--- config.mk ---
export PLATFORM = sky130hd
export DESIGN_NAME = page_firewall
export DESIGN_NICKNAME = d
export VERILOG_FILES = /design/src/rtl/pfw_pkg.sv /design/src/rtl/pfw_regs.sv /design/src/rtl/pfw_decide.sv /design/src/rtl/pfw_viol.sv /design/src/rtl/page_firewall.sv
export SDC_FILE = /design/constraint.sdc
export NUM_CORES = 2
export LEC_CHECK = 0
export CORE_AREA = 2 2 372 337
export DETAILED_ROUTE_END_ITERATION = 10
export DIE_AREA = 0 0 374 339
export DONT_BUFFER_PORTS = 1
export PLACE_DENSITY = 0.82
export SETUP_SLACK_MARGIN = 0.1
export SLEW_MARGIN = 20
export SYNTH_ARGS = -nofsm -noshare
export SYNTH_HDL_FRONTEND = slang
export SYNTH_SLANG_ARGS = --single-unit
--- constraint.sdc ---
create_clock -name clk -period 11 [get_ports clk]
set_input_delay 2.2 -clock clk [delete_from_list [all_inputs] [get_ports clk]]
set_output_delay 2.2 -clock clk [all_outputs]
set_load 0.05 [all_outputs]
--- src/rtl/pfw_pkg.sv ---
package pfw_pkg;
    localparam int CID_W    = 3;
    localparam int CFG_AW   = 12;
    localparam int DATA_W   = 32;
    localparam int PAGE_SHIFT = 12;
    localparam int SRWNS_BIT  = 31;

    // register block selectors, cfg_addr[11:8]
    localparam logic [3:0] BLK_GLOBAL = 4'h0;
    localparam logic [3:0] BLK_SECM   = 4'h1;
    localparam logic [3:0] BLK_PRVM   = 4'h2;
    localparam logic [3:0] BLK_CMPT   = 4'h8;
    localparam logic [3:0] BLK_FILT   = 4'hA;

    // offsets inside the global block
    localparam logic [7:0] OFS_CTRL  = 8'h00;
    localparam logic [7:0] OFS_STAT  = 8'h08;
    localparam logic [7:0] OFS_CLR   = 8'h0C;
    localparam logic [7:0] OFS_SYND  = 8'h20;
    localparam logic [7:0] OFS_VADDR = 8'h24;

    // offsets inside one compartment slot
    localparam logic [4:0] CMPT_PRV = 5'h00;
    localparam logic [4:0] CMPT_RD  = 5'h08;
    localparam logic [4:0] CMPT_WR  = 5'h10;

    typedef struct packed {
        logic [CID_W-1:0] dcid;
        logic             rsvd3;
        logic             dcen;
        logic             rsvd1;
        logic             cfen;
    } pfilt_t;

    typedef struct packed {
        logic             wr;
        logic             priv;
        logic             sec;
        logic             rsvd;
        logic [CID_W-1:0] cid;
    } synd_t;
endpackage

--- src/rtl/pfw_regs.sv ---
module pfw_regs
    import pfw_pkg::*;
#(
    parameter int NUM_PAGES   = 32,
    parameter int NUM_CID     = 7,
    parameter int SUBS        = 8,
    parameter int TRUSTED_CID = 1
) (
    input  logic                             clk,
    input  logic                             rst_n,
    input  logic                             cfg_valid,
    input  logic                             cfg_write,
    input  logic [CFG_AW-1:0]                cfg_addr,
    input  logic [DATA_W-1:0]                cfg_wdata,
    input  logic [CID_W-1:0]                 cfg_cid,
    output logic [DATA_W-1:0]                cfg_rdata,
    input  logic                             ill_i,
    input  logic                             cfgf_i,
    input  logic [DATA_W-1:0]                vaddr_i,
    input  synd_t                            synd_i,
    output logic                             clr_cfg_o,
    output logic                             clr_ill_o,
    output logic                             reject_o,
    output logic                             srwns_o,
    output logic [NUM_PAGES-1:0][SUBS-1:0]   sec_o,
    output logic [NUM_PAGES-1:0][SUBS-1:0]   prv_o,
    output logic [NUM_PAGES-1:0]             filt_en_o,
    output logic [NUM_CID-1:0][NUM_PAGES-1:0] rdm_o,
    output logic [NUM_CID-1:0][NUM_PAGES-1:0] wrm_o,
    output logic [NUM_CID-1:0][NUM_PAGES-1:0] pvm_o
);
    localparam int PAGE_W = $clog2(NUM_PAGES);

    typedef struct packed {
        logic                              srwns;
        logic [NUM_PAGES-1:0][SUBS-1:0]    sec;
        logic [NUM_PAGES-1:0][SUBS-1:0]    prv;
        pfilt_t [NUM_PAGES-1:0]            filt;
        logic [NUM_CID-1:0][NUM_PAGES-1:0] rdm;
        logic [NUM_CID-1:0][NUM_PAGES-1:0] wrm;
        logic [NUM_CID-1:0][NUM_PAGES-1:0] pvm;
    } rf_t;

    rf_t rf_d, rf_q;

    logic [5:0]        pidx;
    logic [2:0]        cidx;
    logic [PAGE_W-1:0] pi;
    logic              pok, cok, wr_en, rd_en;
    logic [CID_W-1:0]  owner;

    always_comb begin
        rf_d      = rf_q;
        cfg_rdata = '0;
        clr_cfg_o = 1'b0;
        clr_ill_o = 1'b0;
        reject_o  = 1'b0;
        pidx  = cfg_addr[7:2];
        cidx  = cfg_addr[7:5];
        pi    = pidx[PAGE_W-1:0];
        pok   = int'(pidx) < NUM_PAGES;
        cok   = int'(cidx) < NUM_CID;
        wr_en = cfg_valid && cfg_write && (cfg_addr[1:0] == 2'b00);
        rd_en = cfg_valid && !cfg_write && (cfg_addr[1:0] == 2'b00);
        owner = rf_q.filt[pi].dcen ? rf_q.filt[pi].dcid : CID_W'(TRUSTED_CID);
        case (cfg_addr[11:8])
            BLK_GLOBAL: begin
                case (cfg_addr[7:0])
                    OFS_CTRL: begin
                        if (rd_en) cfg_rdata[SRWNS_BIT] = rf_q.srwns;
                        if (wr_en) rf_d.srwns = cfg_wdata[SRWNS_BIT];
                    end
                    OFS_STAT: if (rd_en) cfg_rdata[1:0] = {ill_i, cfgf_i};
                    OFS_CLR: if (wr_en) begin
                        clr_cfg_o = cfg_wdata[0];
                        clr_ill_o = cfg_wdata[1];
                    end
                    OFS_SYND:  if (rd_en) cfg_rdata[$bits(synd_t)-1:0] = synd_i;
                    OFS_VADDR: if (rd_en) cfg_rdata = vaddr_i;
                    default: ;
                endcase
            end
            BLK_SECM: if (pok) begin
                if (rd_en) cfg_rdata[SUBS-1:0] = rf_q.sec[pi];
                if (wr_en) rf_d.sec[pi] = cfg_wdata[SUBS-1:0];
            end
            BLK_PRVM: if (pok) begin
                if (rd_en) cfg_rdata[SUBS-1:0] = rf_q.prv[pi];
                if (wr_en) rf_d.prv[pi] = cfg_wdata[SUBS-1:0];
            end
            BLK_CMPT: if (cok) begin
                case (cfg_addr[4:0])
                    CMPT_PRV: begin
                        if (rd_en) cfg_rdata[NUM_PAGES-1:0] = rf_q.pvm[cidx];
                        if (wr_en) rf_d.pvm[cidx] = cfg_wdata[NUM_PAGES-1:0];
                    end
                    CMPT_RD: begin
                        if (rd_en) cfg_rdata[NUM_PAGES-1:0] = rf_q.rdm[cidx];
                        if (wr_en) rf_d.rdm[cidx] = cfg_wdata[NUM_PAGES-1:0];
                    end
                    CMPT_WR: begin
                        if (rd_en) cfg_rdata[NUM_PAGES-1:0] = rf_q.wrm[cidx];
                        if (wr_en) rf_d.wrm[cidx] = cfg_wdata[NUM_PAGES-1:0];
                    end
                    default: ;
                endcase
            end
            BLK_FILT: if (pok) begin
                if (rd_en) cfg_rdata[$bits(pfilt_t)-1:0] = rf_q.filt[pi];
                if (wr_en) begin
                    if (cfg_cid == owner) begin
                        rf_d.filt[pi] = '{dcid: cfg_wdata[6:4], rsvd3: 1'b0,
                                          dcen: cfg_wdata[2], rsvd1: 1'b0,
                                          cfen: cfg_wdata[0]};
                    end else begin
                        reject_o = 1'b1; // foreign owner
                    end
                end
            end
            default: ;
        endcase
    end

    always_ff @(posedge clk or negedge rst_n) begin
        if (!rst_n) rf_q <= '0;
        else        rf_q <= rf_d;
    end

    assign srwns_o = rf_q.srwns;
    assign sec_o   = rf_q.sec;
    assign prv_o   = rf_q.prv;
    assign rdm_o   = rf_q.rdm;
    assign wrm_o   = rf_q.wrm;
    assign pvm_o   = rf_q.pvm;

    for (genvar g = 0; g < NUM_PAGES; g++) begin : g_filt
        assign filt_en_o[g] = rf_q.filt[g].cfen;
    end

    // a rejected ownership write must leave every filter register untouched
    assert_reject_keeps_R10: assert property (@(posedge clk) disable iff (!rst_n)
        reject_o |=> $stable(rf_q.filt));
endmodule

--- src/rtl/pfw_decide.sv ---
module pfw_decide
    import pfw_pkg::*;
#(
    parameter int NUM_PAGES = 32,
    parameter int NUM_CID   = 7,
    parameter int SUBS      = 8,
    localparam int PAGE_W   = $clog2(NUM_PAGES),
    localparam int SUB_W    = $clog2(SUBS)
) (
    input  logic [PAGE_W+SUB_W-1:0]           blk_idx,
    input  logic [CID_W-1:0]                  acc_cid,
    input  logic                              acc_sec,
    input  logic                              acc_priv,
    input  logic                              acc_write,
    input  logic                              srwns_i,
    input  logic [NUM_PAGES-1:0][SUBS-1:0]    sec_i,
    input  logic [NUM_PAGES-1:0][SUBS-1:0]    prv_i,
    input  logic [NUM_PAGES-1:0]              filt_en_i,
    input  logic [NUM_CID-1:0][NUM_PAGES-1:0] rdm_i,
    input  logic [NUM_CID-1:0][NUM_PAGES-1:0] wrm_i,
    input  logic [NUM_CID-1:0][NUM_PAGES-1:0] pvm_i,
    output logic                              allow_o
);
    logic [PAGE_W-1:0] page;
    logic [SUB_W-1:0]  sub;
    logic sb, pb, known, rb, wb, pvb, sec_ok, rights_ok;

    always_comb begin
        page = blk_idx[PAGE_W+SUB_W-1:SUB_W];
        sub  = blk_idx[SUB_W-1:0];
        sb   = sec_i[page][sub];
        pb   = prv_i[page][sub];
        known = 1'b0;
        rb = 1'b0;
        wb = 1'b0;
        pvb = 1'b0;
        for (int c = 0; c < NUM_CID; c++) begin
            if (acc_cid == CID_W'(c)) begin
                known = 1'b1;
                rb  = rdm_i[c][page];
                wb  = wrm_i[c][page];
                pvb = pvm_i[c][page];
            end
        end
        sec_ok = acc_sec ? (sb || srwns_i) : !sb;
        if (filt_en_i[page])
            rights_ok = known && (acc_write ? wb : rb) && (!pvb || acc_priv);
        else
            rights_ok = !pb || acc_priv;
        allow_o = sec_ok && rights_ok;
    end
endmodule

--- src/rtl/pfw_viol.sv ---
module pfw_viol
    import pfw_pkg::*;
#(
    parameter int ADDR_W = 17
) (
    input  logic              clk,
    input  logic              rst_n,
    input  logic              acc_valid,
    input  logic              allow_i,
    input  logic [ADDR_W-1:0] acc_addr,
    input  logic [CID_W-1:0]  acc_cid,
    input  logic              acc_sec,
    input  logic              acc_priv,
    input  logic              acc_write,
    input  logic              clr_cfg_i,
    input  logic              clr_ill_i,
    input  logic              reject_i,
    output logic              ill_o,
    output logic              cfgf_o,
    output logic [DATA_W-1:0] vaddr_o,
    output synd_t             synd_o
);
    typedef struct packed {
        logic              ill;
        logic              cfgf;
        logic [DATA_W-1:0] vaddr;
        synd_t             synd;
    } vs_t;

    vs_t vs_d, vs_q;
    logic deny;

    always_comb begin
        vs_d = vs_q;
        deny = acc_valid && !allow_i;
        if (clr_cfg_i) vs_d.cfgf = 1'b0;
        if (reject_i)  vs_d.cfgf = 1'b1;
        if (clr_ill_i) vs_d.ill  = 1'b0;
        if (deny) begin
            vs_d.ill = 1'b1;
            if (!vs_q.ill || clr_ill_i) begin
                vs_d.vaddr = '0;
                vs_d.vaddr[ADDR_W-1:0] = acc_addr;
                vs_d.synd = '{wr: acc_write, priv: acc_priv, sec: acc_sec,
                              rsvd: 1'b0, cid: acc_cid};
            end
        end
    end

    always_ff @(posedge clk or negedge rst_n) begin
        if (!rst_n) vs_q <= '0;
        else        vs_q <= vs_d;
    end

    assign ill_o   = vs_q.ill;
    assign cfgf_o  = vs_q.cfgf;
    assign vaddr_o = vs_q.vaddr;
    assign synd_o  = vs_q.synd;

    assert_flag_on_deny_R8: assert property (@(posedge clk) disable iff (!rst_n)
        (acc_valid && !allow_i) |=> ill_o);
    assert_capture_hold_R8: assert property (@(posedge clk) disable iff (!rst_n)
        (ill_o && !clr_ill_i) |=> ($stable(vaddr_o) && $stable(synd_o)));
    assert_clear_ill_R9: assert property (@(posedge clk) disable iff (!rst_n)
        (clr_ill_i && !(acc_valid && !allow_i)) |=> !ill_o);
    assert_reject_flag_R10: assert property (@(posedge clk) disable iff (!rst_n)
        reject_i |=> cfgf_o);
endmodule

--- src/rtl/page_firewall.sv ---
module page_firewall
    import pfw_pkg::*;
#(
    parameter int NUM_PAGES   = 32,
    parameter int NUM_CID     = 7,
    parameter int SUBS        = 8,
    parameter int TRUSTED_CID = 1,
    localparam int PAGE_W     = $clog2(NUM_PAGES),
    localparam int SUB_W      = $clog2(SUBS),
    localparam int ADDR_W     = PAGE_W + PAGE_SHIFT,
    localparam int SUB_SHIFT  = PAGE_SHIFT - SUB_W
) (
    input  logic              clk,
    input  logic              rst_n,
    input  logic              cfg_valid,
    input  logic              cfg_write,
    input  logic [CFG_AW-1:0] cfg_addr,
    input  logic [DATA_W-1:0] cfg_wdata,
    input  logic [CID_W-1:0]  cfg_cid,
    output logic [DATA_W-1:0] cfg_rdata,
    input  logic              acc_valid,
    input  logic [ADDR_W-1:0] acc_addr,
    input  logic [CID_W-1:0]  acc_cid,
    input  logic              acc_sec,
    input  logic              acc_priv,
    input  logic              acc_write,
    output logic              mem_req,
    output logic              mem_we,
    input  logic [DATA_W-1:0] mem_rdata,
    output logic              rsp_valid,
    output logic              rsp_grant,
    output logic [DATA_W-1:0] acc_rdata,
    output logic              viol_alert
);
    logic                              srwns_w, allow_w;
    logic [NUM_PAGES-1:0][SUBS-1:0]    sec_w, prv_w;
    logic [NUM_PAGES-1:0]              filt_en_w;
    logic [NUM_CID-1:0][NUM_PAGES-1:0] rdm_w, wrm_w, pvm_w;
    logic                              clr_cfg_w, clr_ill_w, reject_w;
    logic                              ill_w, cfgf_w;
    logic [DATA_W-1:0]                 vaddr_w;
    synd_t                             synd_w;

    pfw_regs #(
        .NUM_PAGES(NUM_PAGES), .NUM_CID(NUM_CID), .SUBS(SUBS), .TRUSTED_CID(TRUSTED_CID)
    ) u_regs (
        .clk(clk), .rst_n(rst_n),
        .cfg_valid(cfg_valid), .cfg_write(cfg_write), .cfg_addr(cfg_addr),
        .cfg_wdata(cfg_wdata), .cfg_cid(cfg_cid), .cfg_rdata(cfg_rdata),
        .ill_i(ill_w), .cfgf_i(cfgf_w), .vaddr_i(vaddr_w), .synd_i(synd_w),
        .clr_cfg_o(clr_cfg_w), .clr_ill_o(clr_ill_w), .reject_o(reject_w),
        .srwns_o(srwns_w), .sec_o(sec_w), .prv_o(prv_w), .filt_en_o(filt_en_w),
        .rdm_o(rdm_w), .wrm_o(wrm_w), .pvm_o(pvm_w)
    );

    pfw_decide #(
        .NUM_PAGES(NUM_PAGES), .NUM_CID(NUM_CID), .SUBS(SUBS)
    ) u_decide (
        .blk_idx(acc_addr[ADDR_W-1:SUB_SHIFT]), .acc_cid(acc_cid), .acc_sec(acc_sec),
        .acc_priv(acc_priv), .acc_write(acc_write), .srwns_i(srwns_w),
        .sec_i(sec_w), .prv_i(prv_w), .filt_en_i(filt_en_w),
        .rdm_i(rdm_w), .wrm_i(wrm_w), .pvm_i(pvm_w), .allow_o(allow_w)
    );

    pfw_viol #(.ADDR_W(ADDR_W)) u_viol (
        .clk(clk), .rst_n(rst_n), .acc_valid(acc_valid), .allow_i(allow_w),
        .acc_addr(acc_addr), .acc_cid(acc_cid), .acc_sec(acc_sec),
        .acc_priv(acc_priv), .acc_write(acc_write),
        .clr_cfg_i(clr_cfg_w), .clr_ill_i(clr_ill_w), .reject_i(reject_w),
        .ill_o(ill_w), .cfgf_o(cfgf_w), .vaddr_o(vaddr_w), .synd_o(synd_w)
    );

    typedef struct packed {
        logic vld;
        logic grant;
    } rsp_t;

    rsp_t rsp_d, rsp_q;

    always_comb begin
        mem_req   = acc_valid && allow_w;
        mem_we    = mem_req && acc_write;
        rsp_d.vld   = acc_valid;
        rsp_d.grant = acc_valid && allow_w;
    end

    always_ff @(posedge clk or negedge rst_n) begin
        if (!rst_n) rsp_q <= '0;
        else        rsp_q <= rsp_d;
    end

    assign rsp_valid  = rsp_q.vld;
    assign rsp_grant  = rsp_q.grant;
    assign acc_rdata  = (rsp_q.vld && rsp_q.grant) ? mem_rdata : '0;
    assign viol_alert = ill_w;

    logic [PAGE_W-1:0] a_page;
    logic [SUB_W-1:0]  a_sub;
    assign a_page = acc_addr[ADDR_W-1:PAGE_SHIFT];
    assign a_sub  = acc_addr[PAGE_SHIFT-1:SUB_SHIFT];

    assert_rsp_follows_R2: assert property (@(posedge clk) disable iff (!rst_n)
        acc_valid |=> rsp_valid);
    assert_rsp_idle_R2: assert property (@(posedge clk) disable iff (!rst_n)
        !acc_valid |=> !rsp_valid);
    assert_grant_matches_req_R2: assert property (@(posedge clk) disable iff (!rst_n)
        acc_valid |=> (rsp_grant == $past(mem_req)));
    assert_nonsec_blocked_R3: assert property (@(posedge clk) disable iff (!rst_n)
        (acc_valid && !acc_sec && sec_w[a_page][a_sub]) |-> !mem_req);
    assert_sec_window_R4: assert property (@(posedge clk) disable iff (!rst_n)
        (acc_valid && acc_sec && !srwns_w && !sec_w[a_page][a_sub]) |-> !mem_req);
    assert_denied_zero_R7: assert property (@(posedge clk) disable iff (!rst_n)
        (rsp_valid && !rsp_grant) |-> (acc_rdata == '0));
endmodule

### After elaboration in Yosys (flattened, before gate mapping)

Cells that the tools add are included.

* magnitude comparators: 8
* eq/ne operators: 17
* mux-type cells: 145
* reductions and logical operators: 38

Operators with widths (number)
* bitwise mux 224 bit: 4
* bitwise mux 256 bit: 2
* binary-select mux 32 bit (select 3 bit): 3
* two-way mux 32 bit: 9
* binary-select mux 8 bit (select 5 bit): 4
* binary-select mux 1 bit (select 5 bit): 22
* demux 32 bit (select 3 bit): 1
* case mux 32 bit (3 select lines): 1
* two-way mux 8 bit: 9
* two-way mux 1 bit: 70
* case mux 24 bit (2 select lines): 1
* demux 8 bit (select 5 bit): 1
* binary-select mux 7 bit (select 5 bit): 1
* demux 7 bit (select 5 bit): 1
* two-way mux 7 bit: 5
* case mux 7 bit (5 select lines): 1
* two-way mux 24 bit: 1
* two-way mux 17 bit: 1
* == test 8 x 4 -> 1 bit (second input constant): 2
* == test 8 x 6 -> 1 bit (second input constant): 2
* AND reduction 4 bit: 4
* logical AND 1 bit: 13
* < comparator 5 x 6 -> 1 bit (second input constant): 2
* case mux 5 bit (2 select lines): 1
* other kinds (30): 47

* register bits: 1436
* output and inout bits: 69
* logic and storage cells: 463

### Longest topological paths before layout

* depth in word-level cells: 17
* gate-level depth with buffers: 18
* gate-level depth less buffers: 10

### Cells and area by module

A second synthesis with hierarchy kept.

* cell total of the unflattened synthesis: 6446
* area total of the unflattened synthesis: 83681.5 um2

Modules (own cells, without submodules)
* pfw_regs: instances 1, cells an instance 5583, area each 72111.7 um2, seq. area each 33657.3 um2
* pfw_decide: instances 1, cells an instance 747, area each 10192.3 um2, seq. area each 0.0 um2
* pfw_viol: instances 1, cells an instance 74, area each 1084.8 um2, seq. area each 625.6 um2
* page_firewall: instances 1, cells an instance 42, area each 292.8 um2, seq. area each 50.0 um2

### Worst setup path after synthesis

OpenSTA, ideal clock, no wires.

* path type: input port to output port
* from: input port cfg_addr[2]
* to: output port cfg_rdata[1]
* arrival time: 5544 ps
* required time: 8800 ps
* setup slack: 3256 ps
* stages on the path: 10
* buffers on the path: 5
* cell sequence: buf_2 buf_2 buf_2 buf_2 buf_1 mux4_2 a22oi_1 nand4_1 a22oi_1 o21ai_0

* cells in the longest elaborated chain, start to end: 5
* elaborated cells between the ends (all ways): 23
* classes of those cells: order compare (1); eq/ne (5); mux (16); reduce/logical (1)

RTL lines
* start, declared: line page_firewall.sv:17 `input logic [CFG_AW-1:0] cfg_addr,`
* binary-select mux 7 bit (select 5 bit), or another cell as far along: line pfw_regs.sv:109 `if (rd_en) cfg_rdata[$bits(pfilt_t)-1:0] = rf_q.filt[pi];`
* two-way mux 7 bit (not written as such), or another cell as far along: line pfw_regs.sv:109
* two-way mux 7 bit, or another cell as far along: line pfw_regs.sv:109
* two-way mux 7 bit, or another cell as far along: line pfw_regs.sv:108 `BLK_FILT: if (pok) begin`
* case mux 7 bit (5 select lines) (*): line pfw_regs.sv:66 `case (cfg_addr[11:8])`
* end, declared: line page_firewall.sv:20 `output logic [DATA_W-1:0] cfg_rdata,`

Every way passes the cells marked *; elsewhere a longest branch is shown, timed or not. The select of a mux whose other input is x is not followed.

### Final worst setup path

* from: input port acc_addr[12]
* to: output port mem_we

* cells in the longest elaborated chain, start to end: 16
* elaborated cells between the ends (all ways): 87
* classes of those cells: mux (76); reduce/logical (11)

RTL lines
* start, declared: line page_firewall.sv:22 `input logic [ADDR_W-1:0] acc_addr,`
* binary-select mux 1 bit (select 5 bit) (on tied branches): line pfw_decide.sv:40, pfw_decide.sv:41, pfw_decide.sv:42
* two-way mux 1 bit (on tied branches): line pfw_decide.sv:40, pfw_decide.sv:41, pfw_decide.sv:42
* two-way mux 1 bit (7 in series): line pfw_decide.sv:38 `if (acc_cid == CID_W'(c)) begin`
* two-way mux 1 bit / logical NOT 1 bit (equally long branches): line pfw_decide.sv:47 `rights_ok = known && (acc_write ? wb : rb) && (!pvb || acc_priv);`
* logical AND 1 bit / logical OR 1 bit (equally long branches): line pfw_decide.sv:47
* logical AND 1 bit: line pfw_decide.sv:47
* two-way mux 1 bit: line pfw_decide.sv:46 `if (filt_en_i[page])`
* logical AND 1 bit (*): line pfw_decide.sv:50 `allow_o = sec_ok && rights_ok;`
* logical AND 1 bit (*): line page_firewall.sv:81 `mem_req = acc_valid && allow_w;`
* logical AND 1 bit (*): line page_firewall.sv:82 `mem_we = mem_req && acc_write;`
* end, declared: line page_firewall.sv:28 `output logic mem_we,`

Marks and branches as above.

==> flow_summary.toml <==
[routing]
drt-vias-per-instance = 7.59
drtPass1Iterations = 7
postRouteAntennaNets = 0
drt_iter0_drc = 7384
drc = 0
wl_um = 228000
vias = 49523
wl_per_cell_um = 34.9

[floorplan]
ios = 176
die_h_um = 339
std_cell_rows = 122
die_x_um = 374
initial_core_util = 0.599
die-area_um2 = 127000
core_um2 = 123000

[placed_design]
place.gp.congestion = 0.965
dpl_worst_slack_ns = 2.90
hpwl_um = 143000
port_buffers = 0

[setup_path]
crit_family = "simple AND/OR/NAND/NOR gates"
required_ns = 8.80
crit_buf_inv = 0
critPathSlowestCell = "and2_1"
crit_arrival_ns = 6.60
path_max_fanout = 278
worst_setup_path_start_kind = "input port"
worstPathCellList = "and2_1 -> a211oi_1 -> a32o_1 -> a31oi_1 -> nor4_1 -> and4b_1 -> a211o_1 -> nand3_1 -> a21oi_1 -> and3_1"
crit_path_max_incr_delay_ns = 0.73
end_kind = "output pin"
critical_path_class = "input port to output pin"

[cts]
path_clk_slew_ns = 0.06
cts_resized = 0
cts_tree = "done"
clock-sinks = 1372
cts.htree.levels = 4
clk_path_buf_depth = 3
root_buffer = "clkbuf_16"
post_cts_buffers = 0
numCtsBuffers = 141
clk_latency_ns = 0.80
holdBufCountCts = 0

[power_and_ir_drop]
combPwrFrac = 0.040
powerDensity_nw_per_um2 = 133
power.total_uw = 10500
ir_drop_v = 0.000125
power_frac_seq = 0.489
leakage_uw = 0.0360
p_clk_frac = 0.471
netSwitchingPower_uw = 2370
p_sw_frac = 0.226
p_int_uw = 8110

[timing]
period_share = 0.800
fmax_ghz = 0.114
relSlewSlack = 0.0463
finalHoldViolCount = 0
finalClockSkew_ns = 0.0453
setup_viol = 0
timing.final.ws_setup_ns = 2.20
fin_crit_ns = 8.80
setup-tns-final_ns = 0
whs_ns = 0.499
rsz0062_at_grt = "no"
tightest_slew_ns = 1.43
slew_violations = 0

[synth]
synth_ff_type = "dfrtp_1"
seq_area_frac_synth = 0.468
syn-cell-area_um2 = 73400
syn_inst = 5091
yosys-top-cells-count = "dfrtp_1, mux2_2, mux4_2, clkbuf_1, nand2_1"
synth_area_leaders = "dfrtp_1, mux2_2, mux4_2"
synth_edf_count = 0
ys_types = 71
ys_ff_latch = 1372
synth.yosys.warnings = 0
synth_top_area_frac = 0.468
async_reset_ff_frac = 1.00
synth.avg_cell_area_um2 = 14.4
synth_top_area_cell = "dfrtp_1"
syn_nets = 5198
synth_most_common_cell = "dfrtp_1"

[global_routing]
antenna_found_initial = 14
grt_pass1_vias = 49030
grt_max_degree = 338
gr-usage-all-layers = 0.359
grt_pass1_wl_um = 338000
overflow = 0

[final_layout]
utilization = 0.643
multi_input_area_um2 = 37000
ff_latch_area_um2 = 34300
drive_gt1_frac = 0.465
nNetsFinal = 4912
area_delta_synth_final_pct = 7.34
num-fill-cells = 8480

[min_path]
hold_class = "flop to flop"

[run]
cap_violations = 0

[outcome]
outcome = "complete, no violations"
[power by group through the flow]
stage	sequential, uW	clock, uW	combinational, uW
after floorplan	5190	0	425
after global placement	5210	0	394
after detailed placement	5210	0	404
after CTS	5120	4950	406
after global routing	5120	5150	437
final	5120	4940	419
[cell usage in the layout (no fill, tap or decap), types with 38 or more instances in the layout]
master,n
nor2_1,82
nand2_1,238
nor3_2,38
a22oi_1,106
mux4_2,577
a21oi_1,68
dfrtp_1,1372
and3_1,41
mux2i_1,194
o21ai_0,62
nand3_1,39
clkbuf_16,145
buf_4,51
mux2_2,1339
o211ai_1,85
[sequential cells by signal, summed over array words and instances (netlist names), 6 cells and up]
register          count
u_regs.pvm_o        224
u_regs.prv_o        256
u_regs.wrm_o        224
u_regs.rdm_o        224
u_viol.vaddr_o       17
u_regs.sec_o        256
u_regs.filt_en_o     32
u_viol.synd_o         6
u_regs.rf_q         128
[cells by family (layout without fill, tap and decap cells)]
| family | count (synthesis) | in the layout | share of synthesized area |
|---|---|---|---|
| compound gates | 473 | 473 | 0.0447 |
| xor+xnor | 2 | 2 | 0.000239 |
| buf+inv | 504 | 324 | 0.0319 |
| flops | 1372 | 1372 | 0.468 |
| mux | 2152 | 2152 | 0.416 |
| other cells | 0 | 6 | 0 |
| simple gates | 588 | 588 | 0.0399 |
[layer usage]
| layer | GRT usage | part of all wire |
|---|---|---|
| met1 | 0.501 | 0.38 |
| met2 | 0.511 | 0.44 |
| met3 | 0.137 | 0.14 |
| met4 | 0.142 | 0.046 |
| met5 | 0 | 0.00034 |
[final cells by class]
cell class	count	area share
antenna	6	0.000190
sequential	1372	0.436
multi-input combinational	3215	0.469
clock buffer	209	0.0531
timing repair buffer	66	0.00979
tap	1612	0.0256
inverter	9	0.000429
clock inverter	40	0.00627
[through the flow]
stage	instance area [um2]	cells
after floorplan	73400	5091
after global placement	73800	6264
after detailed placement	74000	6269
after CTS	78600	6518
after global routing	78800	6523
final	78800	6529
[path summary, 6_finish.rpt]
| path | from | endpoint | slack (ns) | cells after the start |
|---|---|---|---|---|
| min in group asynchronous | rst_n | u_regs.pvm_o[119] | 1.12 | 0 |
| min | u_viol.vaddr_o[13] | u_viol.vaddr_o[13] | 0.50 | 1 |
| max | acc_addr[12] | mem_we | 2.20 | 10 |
| max reg2reg | u_regs.rf_q[839] | u_regs.filt_en_o[7] | 6.25 | 11 |
| min reg2reg | u_viol.vaddr_o[13] | u_viol.vaddr_o[13] | 0.50 | 1 |
| max in group asynchronous | rst_n | u_regs.sec_o[226] | 6.95 | 5 |
(Power assumes the default switching activity.)
